===== src/rtl/rxls_pkg.sv =====
package rxls_pkg;

  localparam int DATA_W = 8;

  typedef struct packed {
    logic brk;
    logic frm;
    logic par;
  } errFlags_t;

  typedef struct packed {
    errFlags_t         flags;
    logic [DATA_W-1:0] data;
  } rxEntry_t;

  // strobes from control to storage
  typedef struct packed {
    logic push;       // append at tail
    logic pop;        // drop head
    logic overwrite;  // replace head in place (holding-register mode)
  } fifoCmd_t;

endpackage


===== src/rtl/rxls_datapath.sv =====
module rxls_datapath
  import rxls_pkg::*;
#(
  parameter int DEPTH = 16,
  localparam int PTR_W = (DEPTH > 1) ? $clog2(DEPTH) : 1,
  localparam int CNT_W = $clog2(DEPTH + 1)
) (
  input  logic             clk,
  input  logic             rstN,
  input  fifoCmd_t         cmd,
  input  rxEntry_t         wrEntry,
  output rxEntry_t         headEntry,
  output logic [CNT_W-1:0] fillCount,
  output logic [CNT_W-1:0] errCount
);

  rxEntry_t         store [DEPTH];
  logic [PTR_W-1:0] wrPtr;
  logic [PTR_W-1:0] rdPtr;
  logic             incErr;
  logic             decErr;

  function automatic logic [PTR_W-1:0] nextPtr(input logic [PTR_W-1:0] p);
    return (p == PTR_W'(DEPTH - 1)) ? '0 : p + 1'b1;
  endfunction

  assign headEntry = store[rdPtr];
  assign incErr    = (cmd.push | cmd.overwrite) & (|wrEntry.flags);
  assign decErr    = (cmd.pop  | cmd.overwrite) & (|headEntry.flags);

  // storage array, no reset needed: occupancy is tracked by fillCount
  always_ff @(posedge clk) begin
    if (cmd.push) begin
      store[wrPtr] <= wrEntry;
    end else if (cmd.overwrite) begin
      store[rdPtr] <= wrEntry;
    end
  end

  always_ff @(posedge clk or negedge rstN) begin
    if (!rstN) begin
      wrPtr     <= '0;
      rdPtr     <= '0;
      fillCount <= '0;
      errCount  <= '0;
    end else begin
      if (cmd.push) wrPtr <= nextPtr(wrPtr);
      if (cmd.pop)  rdPtr <= nextPtr(rdPtr);
      case ({cmd.push, cmd.pop})
        2'b10:   fillCount <= fillCount + CNT_W'(1);
        2'b01:   fillCount <= fillCount - CNT_W'(1);
        default: fillCount <= fillCount;
      endcase
      errCount <= errCount + CNT_W'(incErr) - CNT_W'(decErr);
    end
  end

endmodule


===== src/rtl/rxls_control.sv =====
module rxls_control
  import rxls_pkg::*;
#(
  parameter int DEPTH = 16,
  localparam int CNT_W = $clog2(DEPTH + 1)
) (
  input  logic             clk,
  input  logic             rstN,
  input  logic             fifoMode,
  input  logic             rxValid,
  input  errFlags_t        rxFlags,
  input  logic             rdEn,
  input  logic             rdAddr,
  input  logic [CNT_W-1:0] fillCount,
  input  logic [CNT_W-1:0] errCount,
  input  errFlags_t        headFlags,
  input  logic             txHoldEmpty,
  input  logic             txAllEmpty,
  input  logic             lsIntEn,
  output fifoCmd_t         cmd,
  output logic [7:0]       lsrValue,
  output logic             lsIrq
);

  localparam logic [CNT_W-1:0] FULL_CNT = CNT_W'(DEPTH);
  localparam logic [CNT_W-1:0] ONE_CNT  = CNT_W'(1);

  logic             dataRead;
  logic             statusRead;
  logic [CNT_W-1:0] capacity;
  logic             isEmpty;
  logic             isFull;
  logic             popReq;
  logic             overrunHit;
  logic             headChange;
  logic             pushErr;
  logic             ovrErr;
  logic             headSeen;
  logic             fifoErr;
  errFlags_t        shownFlags;

  assign dataRead   = rdEn & (rdAddr == 1'b0);
  assign statusRead = rdEn & (rdAddr == 1'b1);
  assign capacity   = fifoMode ? FULL_CNT : ONE_CNT;
  assign isEmpty    = (fillCount == '0);
  assign isFull     = (fillCount >= capacity);
  assign popReq     = dataRead & ~isEmpty;

  always_comb begin
    cmd        = '0;
    overrunHit = 1'b0;
    cmd.pop    = popReq;
    if (rxValid) begin
      if (!isFull || popReq) begin
        cmd.push = 1'b1;
      end else if (fifoMode) begin
        overrunHit = 1'b1;            // new character dropped
      end else begin
        cmd.overwrite = 1'b1;         // unread character destroyed
        overrunHit    = 1'b1;
      end
    end
  end

  assign headChange = (cmd.push & isEmpty) | cmd.pop | cmd.overwrite;
  assign pushErr    = (cmd.push | cmd.overwrite) & (|rxFlags);

  // new events win over a same-cycle status read
  always_ff @(posedge clk or negedge rstN) begin
    if (!rstN) begin
      ovrErr   <= 1'b0;
      headSeen <= 1'b0;
      fifoErr  <= 1'b0;
    end else begin
      ovrErr   <= overrunHit | (ovrErr & ~statusRead);
      headSeen <= headChange ? 1'b0 : (statusRead | headSeen);
      fifoErr  <= (errCount != '0) | pushErr | (fifoErr & ~statusRead);
    end
  end

  assign shownFlags = (!isEmpty && !headSeen) ? headFlags : '0;

  assign lsrValue = {fifoErr, txAllEmpty, txHoldEmpty,
                     shownFlags.brk, shownFlags.frm, shownFlags.par,
                     ovrErr, ~isEmpty};

  assign lsIrq = lsIntEn & (ovrErr | (|shownFlags));

endmodule


===== src/rtl/rx_line_status_fifo.sv =====
module rx_line_status_fifo
  import rxls_pkg::*;
#(
  parameter int DEPTH = 16,
  localparam int CNT_W = $clog2(DEPTH + 1)
) (
  input  logic       clk,
  input  logic       rstN,
  input  logic       fifoMode,
  input  logic       rxValid,
  input  logic [7:0] rxData,
  input  logic       rxParErr,
  input  logic       rxFrmErr,
  input  logic       rxBrk,
  input  logic       rdEn,
  input  logic       rdAddr,
  output logic [7:0] rdData,
  input  logic       txHoldEmpty,
  input  logic       txAllEmpty,
  input  logic       lsIntEn,
  output logic       lsIrq
);

  fifoCmd_t         cmd;
  rxEntry_t         inEntry;
  rxEntry_t         headEntry;
  logic [CNT_W-1:0] fillCount;
  logic [CNT_W-1:0] errCount;
  logic [7:0]       lsrValue;

  assign inEntry = {rxBrk, rxFrmErr, rxParErr, rxData};

  rxls_datapath #(.DEPTH(DEPTH)) dpI (
    .clk       (clk),
    .rstN      (rstN),
    .cmd       (cmd),
    .wrEntry   (inEntry),
    .headEntry (headEntry),
    .fillCount (fillCount),
    .errCount  (errCount)
  );

  rxls_control #(.DEPTH(DEPTH)) ctlI (
    .clk         (clk),
    .rstN        (rstN),
    .fifoMode    (fifoMode),
    .rxValid     (rxValid),
    .rxFlags     (inEntry.flags),
    .rdEn        (rdEn),
    .rdAddr      (rdAddr),
    .fillCount   (fillCount),
    .errCount    (errCount),
    .headFlags   (headEntry.flags),
    .txHoldEmpty (txHoldEmpty),
    .txAllEmpty  (txAllEmpty),
    .lsIntEn     (lsIntEn),
    .cmd         (cmd),
    .lsrValue    (lsrValue),
    .lsIrq       (lsIrq)
  );

  assign rdData = rdAddr ? lsrValue : ((fillCount != '0) ? headEntry.data : '0);

endmodule


===== config.mk =====
export PLATFORM = sky130hd
export DESIGN_NAME = rx_line_status_fifo
export DESIGN_NICKNAME = d
export VERILOG_FILES = /design/src/rtl/rxls_pkg.sv /design/src/rtl/rxls_datapath.sv /design/src/rtl/rxls_control.sv /design/src/rtl/rx_line_status_fifo.sv
export SDC_FILE = /design/constraint.sdc
export NUM_CORES = 1
export LEC_CHECK = 0
export CAP_MARGIN = 5
export CORE_UTILIZATION = 45
export CTS_BUF_LIST = sky130_fd_sc_hd__clkbuf_4 sky130_fd_sc_hd__clkbuf_8
export CTS_CLUSTER_DIAMETER = 50
export CTS_CLUSTER_SIZE = 25
export DETAILED_ROUTE_END_ITERATION = 16
export PLACE_DENSITY = 0.64
export SYNTH_ARGS = -nofsm -noshare
export SYNTH_HDL_FRONTEND = slang
export SYNTH_SLANG_ARGS = --single-unit

===== constraint.sdc =====
create_clock -name clk -period 3.6 [get_ports clk]
set_input_delay 1.08 -clock clk [delete_from_list [all_inputs] [get_ports clk]]
set_output_delay 1.08 -clock clk [all_outputs]
set_load 0.01 [all_outputs]

# Word level (Yosys, flattened, before mapping)
# Memories as Yosys holds them, arrays and structs flattened.
# Cells that the tools add are included.
[word_totals] out_inout_bits=9 ram_bits=176 elab_cells=76 n_memories=1 regBits=21 in_bits=20
[memory_table] memory="dpI.store" words=16 word_bits=11 read_ports=1 rd_ports_with_merged_regs=0 write_ports=1 line="rxls_datapath.sv:17" text="rxEntry_t store [DEPTH];"
[classes] n_eq_ne=4 bitwise_logic=21 n_addsub=6 order_cmp=1 muxes=23 n_reduce_logical=13
[ops] operator="8-bit two-way mux" n=2
[ops] operator="1-bit two-way mux" n=14
[ops] operator="4-bit two-way mux" n=3
[ops] operator="11-bit two-way mux" n=1
[ops] operator="11-bit OR reduction" n=1
[ops] operator="5-bit one-hot mux with 2 select lines" n=1
[ops] operator="5-bit nonzero test" n=2
[ops] operator="1-bit AND" n=9
[ops] operator="1-bit bitwise OR" n=9
[ops] operator="3-bit OR reduction" n=3
[ops] operator="4-bit by 1-bit adder with 4-bit output, second input constant" n=2
[ops] operator="4-bit == test, second input constant" n=2
[ops] operator="5-bit by 1-bit adder with 5-bit output" n=1
[ops] operator="5-bit by 1-bit adder with 5-bit output, second input constant" n=1
[ops] operator="5-bit greater-or-equal comparator" n=1
[ops] operator="5-bit logical NOT" n=1
[ops] operator="5-bit two-way mux" n=1
[ops] operator="5-bit by 1-bit subtractor with 5-bit output" n=1
[ops] operator="5-bit by 1-bit subtractor with 5-bit output, second input constant" n=1
[ops] operator="1-bit logical NOT" n=3
[ops] operator="3-bit two-way mux" n=1
[ops] operator="1-bit NOT" n=3
[ops] operator="2-bit by 1-bit == test with 1-bit output, second input constant" n=1
[ops] operator="2-bit == test, second input constant" n=1
[ops] operator="other kinds (3)" n=3

# Depth between registers and ports, before layout
# Gate-level depths: netlist of the first run.
[logic_depth] word_depth=11 ltp_mapped=16 ltp_nobuf=14

# Modules after synthesis
# Synthesis of the first run repeated with hierarchy kept, for this count alone.
[hier_totals] cells_unflattened=455 area_unflattened_um2=8368.0
[modules_own_cells] mod="rxls_datapath" cells_per_inst=392 area_per_inst_um2=7856.3 seq_area_each_um2=5735.5 instances=1
[modules_own_cells] mod="rxls_control" cells_per_inst=44 area_per_inst_um2=355.3 seq_area_each_um2=75.1 instances=1
[modules_own_cells] mod="rx_line_status_fifo" cells_per_inst=19 area_per_inst_um2=156.4 seq_area_each_um2=0.0 instances=1

# Worst setup path before layout of the first run
# Ideal clock, no wire load.
[synth_timing] path_type="in2reg" start="in fifoMode" end="reg dpI.errCount[4]" n_path_buf=0 cell_stages=14 arrival_ns=3.426 slack_ns=0.052 required_time_ns=3.477 setup_ns=0.123 cell_sequence="inv_1 -> ha_1 -> nand2b_1 -> o21a_1 -> o21ai_2 -> o211ai_1 -> ha_1 -> inv_1 -> ha_1 -> fa_1 -> a21oi_1 -> nor2_1 -> nor2_1 -> xnor2_1"
[synth_between] elab_chain_cells=10 elab_cells_between_ends=15 cone_classes="add/sub (2); order compare (1); mux (6); bitwise (4); reduce/logical (2)"
[synth_rtl] element="start: declaration" line="rx_line_status_fifo.sv:9" text="input logic fifoMode,"
[synth_rtl] element="5-bit two-way mux" line="rxls_control.sv:44" text="assign capacity = fifoMode ? FULL_CNT : ONE_CNT;"
[synth_rtl] element="5-bit greater-or-equal comparator" line="rxls_control.sv:46" text="assign isFull = (fillCount >= capacity);"
[synth_rtl] element="1-bit logical NOT" line="rxls_control.sv:54" text="if (!isFull || popReq) begin"
[synth_rtl] element="1-bit logical OR" line="rxls_control.sv:54"
[synth_rtl] element="1-bit two-way mux" line="rxls_control.sv:54"
[synth_rtl] element="1-bit two-way mux" line="rxls_control.sv:53" text="if (rxValid) begin"
[synth_rtl] element="1-bit bitwise OR" line="rxls_datapath.sv:28" text="assign incErr = (cmd.push | cmd.overwrite) & (|wrEntry.flags);"
[synth_rtl] element="1-bit AND" line="rxls_datapath.sv:28"
[synth_rtl] element="5-bit by 1-bit adder with 5-bit output" line="rxls_datapath.sv:54" text="errCount <= errCount + CNT_W'(incErr) - CNT_W'(decErr);"
[synth_rtl] element="5-bit by 1-bit subtractor with 5-bit output *" line="rxls_datapath.sv:54"
[synth_rtl] element="end signal: assignment" line="rxls_datapath.sv:54"
[synth_rtl] element="end: declaration" line="rxls_datapath.sv:14" text="output logic [CNT_W-1:0] errCount"
# Mark *: on every way between the ends. The rest lies on a longest branch, timed or not.
# A chain may end at the register's enable or synchronous reset.

# Worst setup path in the final report of the first run
[layout_timing] start="reg dpI.rdPtr[0]" end="out rdData[6]"
[layout_between] elab_chain_cells=3
[layout_rtl] element="start: declaration" line="rxls_datapath.sv:19" text="logic [PTR_W-1:0] rdPtr;"
[layout_rtl] element="start signal: assignment" line="rxls_datapath.sv:48" text="if (cmd.pop) rdPtr <= nextPtr(rdPtr);"
[layout_rtl] element="memory 16 x 11 bit"
[layout_rtl] element="8-bit two-way mux (2 in a row)" line="rx_line_status_fifo.sv:62" text="assign rdData = rdAddr ? lsrValue : ((fillCount != '0) ? headEntry.data : '0);"
[layout_rtl] element="end: declaration" line="rx_line_status_fifo.sv:17" text="output logic [7:0] rdData,"
# Every way passes these cells.

==> load_flow_metrics.sql, run 1 <==
INSERT INTO impl_metrics (metric_group, metric, value, unit) VALUES
('worst_setup_path', 'crit_path_frequent_cell', 'mux4_2', ''),
('logic_synthesis', 'synth.avg_cell_area', '19.0', 'µm²'),
('grt', 'grt_max_degree', '26', ''),
('clock_tree', 'cts_tree', 'yes', ''),
('place', 'post_dp_cell_area', '0.00934', 'mm²'),
('place', 'routability_congestion_estimate_from_global_placement', '0.863', ''),
('timing', 'setup_repair_after_global_routing_missed_its_margin', 'yes', ''),
('min_path', 'hold_path_class', 'register to register', ''),
('logic_synthesis', 'synthXorXnorAreaFrac', '1.06', '%'),
('layout', 'fillers', '1396', ''),
('timing', 'worstMarginPinSlew', '0.546', 'ns'),
('layout', 'finish.net_count', '585', ''),
('floorplan', 'placement_rows', '49', ''),
('pwr', 'power_density', '716', 'mW/mm²'),
('logic_synthesis', 'postSynthRegisterBits', '197', ''),
('logic_synthesis', 'post_synth_fa_ha_maj_area_fraction', '2.45', '%'),
('worst_setup_path', 'slowest_stage', 'mux4_2', ''),
('run_status', 'run_status', 'finished, violations left', ''),
('route', 'drc', '0', ''),
('worst_setup_path', 'setup_cp_type', 'register to output port', ''),
('timing', 'timing.final.max_slew_violations', '0', ''),
('logic_synthesis', 'synth.cell_area', '0.00826', 'mm²'),
('grt', 'grt_overflow_total', '0', ''),
('layout', 'number_of_inserted_diodes', '0', ''),
('worst_setup_path', 'reg2reg_slack', '0.26', 'ns'),
('min_path', 'worst_hold_path.endpoint', 'ctlI.fifoErr$_DFF_PN0_', ''),
('layout', 'finalNonFillerCells', '792', ''),
('worst_setup_path', 'cp_data_required_time', '2.52', 'ns'),
('worst_setup_path', 'worst-path-max-fanout', '5', ''),
('route', 'drt-wirelength-per-cell', '22.4', 'µm'),
('logic_synthesis', 'yosys_most_used_dff', 'edfxtp_1', ''),
('timing', 'finalHoldViolCount', '0', ''),
('timing', 'period_minus_slack', '3.71', 'ns'),
('floorplan', 'core', '0.0180', 'mm²'),
('clock_tree', 'cts_made_buffers', '17', ''),
('min_path', 'worst_hold_startpoint', 'ctlI.fifoErr$_DFF_PN0_', ''),
('clock_tree', 'clk_path_buf_depth', '2', ''),
('layout', 'area_growth_syn_to_layout', '20.6', '%'),
('floorplan', 'die_w', '137', 'µm'),
('clock_tree', 'worst_skew_pair.late_latency', '0.47', 'ns'),
('timing', 'final_min_period_over_clock_period', '103', '%'),
('clock_tree', 'clock-sinks', '197', ''),
('job', 'drv.max_cap_violation_count', '0', ''),
('min_path', 'holdPathStages', '2', ''),
('route', 'met2RoutedLength', '8670', 'µm'),
('logic_synthesis', 'yosys.area_share.simple', '3.64', '%'),
('pwr', 'leakage', '3.52', 'nW'),
('clock_tree', 'cts_max_level', '4', ''),
('worst_setup_path', 'timing.critical_path.buf_inv', '4', ''),
('worst_setup_path', 'worstSetupStartpointType', 'register', ''),
('logic_synthesis', 'dominant_combinational_cell_family_by_area_after_synthesis', 'multiplexers', ''),
('route', 'drt-pass1-iter-count', '5', ''),
('worst_setup_path', 'worstReg2RegEnd', 'dpI.errCount[4]$_DFF_PN0_', ''),
('logic_synthesis', 'synth-edff-count', '176', ''),
('timing', 'clock_skew', '0.0189', 'ns'),
('timing', 'final-setup-viol-count', '8', ''),
('timing', 'final_critical_path_setup_slack', '-0.113', 'ns'),
('place', 'dp_cells', '740', ''),
('route', 'dr_wl_met3', '751', 'µm'),
('logic_synthesis', 'synth-compound-area-share', '4.55', '%'),
('clock_tree', 'clockRootBuffer', 'clkbuf_8', ''),
('timing', 'slew_headroom', '63.5', '%'),
('run_status', 'failed_checks', 'negative setup slack', ''),
('route', 'route.layer.met1.wl', '8070', 'µm'),
('route', 'avgViaCountPerCell', '5.70', ''),
('layout', 'layout.cells.most_common_list', 'edfxtp_1 (176), buf_4 (67), mux4_2 (50)', ''),
('grt', 'grt_first_pass_wirelength', '27200', 'µm'),
('logic_synthesis', 'async_reset_ff_share', '10.7', '%'),
('grt', 'antenna_found_initial', '0', ''),
('worst_setup_path', 'worst_ep_arrival_time', '2.63', 'ns'),
('logic_synthesis', 'netlist-cell-type-count', '47', '');
[cell usage after synthesis (7+ instances only)]
cell | instances | area, µm²
a22o_1 | 8 | 70.1
edfxtp_1 | 176 | 5290
nand2_1 | 12 | 45.0
buf_2 | 9 | 45.0
xnor2_1 | 8 | 70.1
dfrtp_1 | 21 | 526
ha_1 | 13 | 163
mux2i_1 | 14 | 140
a21oi_1 | 15 | 75.1
clkbuf_1 | 7 | 26.3
inv_1 | 15 | 56.3
mux4_2 | 50 | 1130
nor2_1 | 20 | 75.1
[flip-flops by register name (all words and copies together), names as in the netlist]
signal / cells
dpI.errCount: 5
dpI.wrPtr: 4
ctlI.fifoErr: 1
dpI.store: 176
ctlI.ovrErr: 1
dpI.rdPtr: 4
ctlI.headSeen: 1
dpI.fillCount: 5
[cells by family (layout without fill, tap and decap cells)]
logic type,Yosys count,count (layout)
AO/OA/AOI/OAI,50,50
flip-flops,197,197
buffers and inverters,35,163
AND/OR/NAND/NOR,59,59
adder cells (fa/ha/maj),15,15
XOR/XNOR,10,10
multiplexers,69,69
[report_power, final]
group | internal (mW) | switching [mW] | leakage, nW
Combinational | 1.47 | 1.35 | 1.50
Sequential | 2.79 | 0.176 | 1.83
Clock | 0.506 | 0.834 | 0.184
Total | 4.77 | 2.36 | 3.52
[layer usage]
layer,global-route usage (%),vias up
met1,28.5,2382
met5,0,-
met3,4.67,22
met2,33.3,127
met4,6.17,0
li1,-,1985
[through the flow]
stage | utilization [%] | setup WS (ns)
after floorplan | - | 0.0515
after global placement | 52.0 | -0.341
after detailed placement | 52.0 | -0.451
after CTS | 55.3 | -0.195
after global routing | 55.4 | -0.204
final | 55.4 | -0.113
[final cells by class]
cell class | count | area, µm² | area share, %
Clock buffer | 17 | 234 | 2.35
Multi-Input combinational cell | 203 | 2350 | 23.6
Tap cell | 229 | 287 | 2.88
Timing Repair Buffer | 116 | 1080 | 10.9
Inverter | 15 | 56.3 | 0.565
Sequential cell | 197 | 5810 | 58.4
Clock inverter | 15 | 138 | 1.38
[worst reg2reg max path, cell delays in order, from the launching register on]
cell     delay, ns
dfrtp_2       0.46
buf_6         0.18
mux4_2        0.51
mux2i_1       0.19
mux2i_2       0.16
buf_4         0.17
nor3_1        0.17
a21oi_1       0.07
ha_1          0.30
inv_1         0.04
ha_1          0.22
fa_2          0.38
a21oi_2       0.13
nor2_1        0.05
nor2_1        0.11
xnor2_1       0.13
[what timing repair did]
action	4_1_cts	5_1_grt
hold buffers	0	0
endpoints found under the setup margin	9	10
gates resized for setup	54	16
pin swaps	9	6
gates cloned	4	0
buffers inserted	15	5
[worst max-delay path by stage]
stage,from,to,depth (start not counted)
final,dpI.rdPtr[0]$_DFFE_PN0P_,rdData[6],7
after global routing,dpI.rdPtr[0]$_DFFE_PN0P_,rdData[5],7
after CTS,dpI.rdPtr[0]$_DFFE_PN0P_,rdData[7],8
after detailed placement,fifoMode,dpI.errCount[4]$_DFF_PN0_,15
after global placement,fifoMode,dpI.errCount[4]$_DFF_PN0_,15
after floorplan,fifoMode,dpI.errCount[4]$_DFF_PN0_,14
Power figures use the tool's default switching activity.
==> run 2, diff against run 1 <==
--- a/config.mk
+++ b/config.mk
@@ -9,7 +9,6 @@
 export CORE_UTILIZATION = 45
 export CTS_BUF_LIST = sky130_fd_sc_hd__clkbuf_4 sky130_fd_sc_hd__clkbuf_8
 export CTS_CLUSTER_DIAMETER = 50
-export CTS_CLUSTER_SIZE = 25
 export DETAILED_ROUTE_END_ITERATION = 16
 export PLACE_DENSITY = 0.64
 export SYNTH_ARGS = -nofsm -noshare
==> results of run 2 <==
Same layout as run 1: the final DEF is identical, and so are final timing and power.
==> run 3, diff against run 2 <==
--- a/config.mk
+++ b/config.mk
@@ -6,11 +6,12 @@
 export NUM_CORES = 1
 export LEC_CHECK = 0
 export CAP_MARGIN = 5
-export CORE_UTILIZATION = 45
+export CORE_UTILIZATION = 55
 export CTS_BUF_LIST = sky130_fd_sc_hd__clkbuf_4 sky130_fd_sc_hd__clkbuf_8
 export CTS_CLUSTER_DIAMETER = 50
 export DETAILED_ROUTE_END_ITERATION = 16
-export PLACE_DENSITY = 0.64
+export PLACE_DENSITY = 0.75
+export SLEW_MARGIN = 20
 export SYNTH_ARGS = -nofsm -noshare
 export SYNTH_HDL_FRONTEND = slang
 export SYNTH_SLANG_ARGS = --single-unit
==> load_flow_metrics.sql, run 3 (synthesis gave the netlist of run 1 again) <==
INSERT INTO impl_metrics (metric_group, metric, value, unit) VALUES
('run_status', 'run_status', 'finished, violations left', ''),
('run_status', 'failed_checks', 'negative setup slack', ''),
('pwr', 'ir_worst_vdd', '436', 'µV'),
('layout', 'largest_register', 'dpI.store', ''),
('floorplan', 'core', '0.0146', 'mm²'),
('timing', 'timing.final.max_slew_violations', '0', ''),
('route', 'detailed_router_s_first_iteration_violation_count', '333', ''),
('floorplan', 'die_w', '125', 'µm'),
('route', 'wl', '17200', 'µm'),
('layout', 'layout-drive-gt1-share', '34.9', '%'),
('layout', 'fillers', '934', ''),
('job', 'drv.max_cap_violation_count', '0', ''),
('worst_setup_path', 'worst-path-max-fanout', '7', ''),
('clock_tree', 'cts_max_level', '4', ''),
('route', 'detail-route-antenna-nets', '0', ''),
('min_path', 'hold_path_class', 'register to register', ''),
('place', 'portBuffers', '28', ''),
('clock_tree', 'clk_path_buf_depth', '2', ''),
('worst_setup_path', 'timing.rr.start', 'dpI.rdPtr[0]$_DFFE_PN0P_', ''),
('timing', 'fmax', '268', 'MHz'),
('grt', 'grt_first_pass_wirelength', '26300', 'µm'),
('layout', 'number_of_inserted_diodes', '0', ''),
('floorplan', 'starting_density_of_the_core', '56.6', '%'),
('clock_tree', 'cts_made_buffers', '17', ''),
('timing', 'final-setup-viol-count', '8', ''),
('place', 'hpwlAfterDp', '11200', 'µm'),
('layout', 'utilization_after_layout', '67.5', '%'),
('worst_setup_path', 'setup_cp_type', 'register to output port', ''),
('clock_tree', 'clockRootBuffer', 'clkbuf_8', ''),
('clock_tree', 'worst_setup_hold_path_clk_slew', '0.10', 'ns'),
('grt', 'grt_max_degree', '22', ''),
('floorplan', 'die_h', '125', 'µm'),
('clock_tree', 'worst_skew_pair.late_latency', '0.47', 'ns'),
('timing', 'slew_headroom', '57.8', '%'),
('layout', 'area_growth_syn_to_layout', '19.4', '%'),
('min_path', 'holdPathStages', '2', ''),
('worst_setup_path', 'worst_ep_arrival_time', '2.65', 'ns'),
('timing', 'period_minus_slack', '3.73', 'ns'),
('layout', 'layout.cells.most_common', 'edfxtp_1', ''),
('worst_setup_path', 'cp_data_required_time', '2.52', 'ns'),
('timing', 'clock_skew', '0.0194', 'ns'),
('place', 'detailedPlace.worstSlack', '-0.459', 'ns'),
('layout', 'layout_top_registers', 'dpI.store: 176 flops, dpI.errCount: 5 flops, dpI.fillCount: 5 flops', ''),
('timing', 'finalHoldViolCount', '0', ''),
('grt', 'antenna_found_initial', '0', ''),
('pwr', 'power_density', '717', 'mW/mm²'),
('min_path', 'worst_hold_path.endpoint', 'ctlI.fifoErr$_DFF_PN0_', ''),
('floorplan', 'top_level_ports', '29', ''),
('min_path', 'worst_hold_startpoint', 'ctlI.fifoErr$_DFF_PN0_', ''),
('floorplan', 'fp.dieArea', '0.0155', 'mm²'),
('route', 'drc', '0', ''),
('grt', 'grt.total_usage', '23.6', '%'),
('pwr', 'leakage', '3.48', 'nW'),
('worst_setup_path', 'worstSetupEndpointType', 'output port', ''),
('timing', 'final_min_period_over_clock_period', '104', '%'),
('layout', 'layout.cells.most_common_list', 'edfxtp_1 (176), buf_4 (70), mux4_2 (50)', ''),
('worst_setup_path', 'reg2reg_slack', '0.13', 'ns'),
('route', 'drt-wirelength-per-cell', '23.1', 'µm'),
('route', 'avgViaCountPerCell', '5.97', ''),
('timing', 'worstMarginPinSlew', '0.618', 'ns'),
('worst_setup_path', 'worstSetupStartpointType', 'register', ''),
('layout', 'finish.net_count', '581', ''),
('timing', 'final_critical_path_setup_slack', '-0.126', 'ns'),
('grt', 'first_global_vias', '4677', ''),
('layout', 'largest_register_ff_count', '176', ''),
('route', 'via_count', '4434', ''),
('worst_setup_path', 'worstReg2RegEnd', 'dpI.errCount[4]$_DFF_PN0_', ''),
('clock_tree', 'cts_tree', 'yes', ''),
('clock_tree', 'cts.hold.buffers_added', '0', ''),
('timing', 'setup_repair_after_global_routing_missed_its_margin', 'yes', ''),
('clock_tree', 'clock-sinks', '197', ''),
('route', 'drt-pass1-iter-count', '5', ''),
('worst_setup_path', 'timing.reg2reg.worst_path_depth', '17', ''),
('place', 'routability_congestion_estimate_from_global_placement', '0.810', ''),
('grt', 'grt_overflow_total', '0', ''),
('floorplan', 'placement_rows', '44', '');
## run 3: critical path, cell delays in order (launching register included)
cell,delay [ns]
dfrtp_2,0.43
buf_12,0.14
buf_12,0.14
buf_6,0.11
mux4_2,0.43
mux4_2,0.55
a22o_1,0.22
buf_2,0.14
## run 3: through the flow
stage | std cells | setup TNS (ns) | power (mW) | hold WS, ns | cell area [µm²]
CTS | 735 | -0.649 | 6.95 | 0.535 | 9740
floorplan | 435 | 0 | 4.58 | 0.464 | 8260
global placement | 689 | -21.20 | 5.41 | 0.506 | 9200
finish | 743 | -0.424 | 7.07 | 0.531 | 9850
global route | 743 | -1.18 | 7.42 | 0.549 | 9850
detailed placement | 689 | -31.94 | 5.48 | 0.515 | 9200
## run 3: worst max-delay path by stage
stage,from,endpoint,slack [ns],cells after the start
6_report,dpI.rdPtr[0]$_DFFE_PN0P_,rdData[3],-0.13,7
3_5_place_dp,fifoMode,dpI.errCount[4]$_DFF_PN0_,-0.46,15
4_1_cts,dpI.rdPtr[0]$_DFFE_PN0P_,rdData[3],-0.15,7
3_3_place_gp,fifoMode,dpI.errCount[4]$_DFF_PN0_,-0.34,15
5_1_grt,dpI.rdPtr[0]$_DFFE_PN0P_,rdData[3],-0.19,7
2_1_floorplan,fifoMode,dpI.errCount[4]$_DFF_PN0_,0.05,14
## run 3: final cells by class
| cell class | instances | area, µm² | share of cell area [%] |
|---|---|---|---|
| timing repair buffer | 112 | 1030 | 10.4 |
| clock buffer | 19 | 249 | 2.53 |
| multi-input combinational | 203 | 2350 | 23.9 |
| clock inverter | 13 | 125 | 1.27 |
| tap | 184 | 230 | 2.34 |
| inverter | 15 | 56.3 | 0.571 |
| sequential | 197 | 5810 | 59.0 |
## run 3: where the power goes
| part | total [mW] | internal, mW | switching (mW) | leakage (nW) |
|---|---|---|---|---|
| clock | 1.33 | 0.570 | 0.755 | 0.181 |
| combinational | 2.79 | 1.47 | 1.31 | 1.47 |
| sequential | 2.96 | 2.79 | 0.166 | 1.83 |
| total | 7.07 | 4.83 | 2.24 | 3.48 |
## run 3: timing repair
action | CTS | global route
gates cloned | 1 | 0
buffers inserted | 13 | 8
resized for setup | 46 | 12
endpoints found under the setup margin | 9 | 9
pin swaps | 7 | 5
## run 3: per-layer routing
metal / global-route usage, % / up-vias / part of all wire [%]
met5: 0 / - / 0
met4: 10.1 / 0 / 2.8
met3: 6.31 / 34 / 7.5
met2: 37.3 / 169 / 50
met1: 31.1 / 2260 / 40
li1: - / 1971 / -
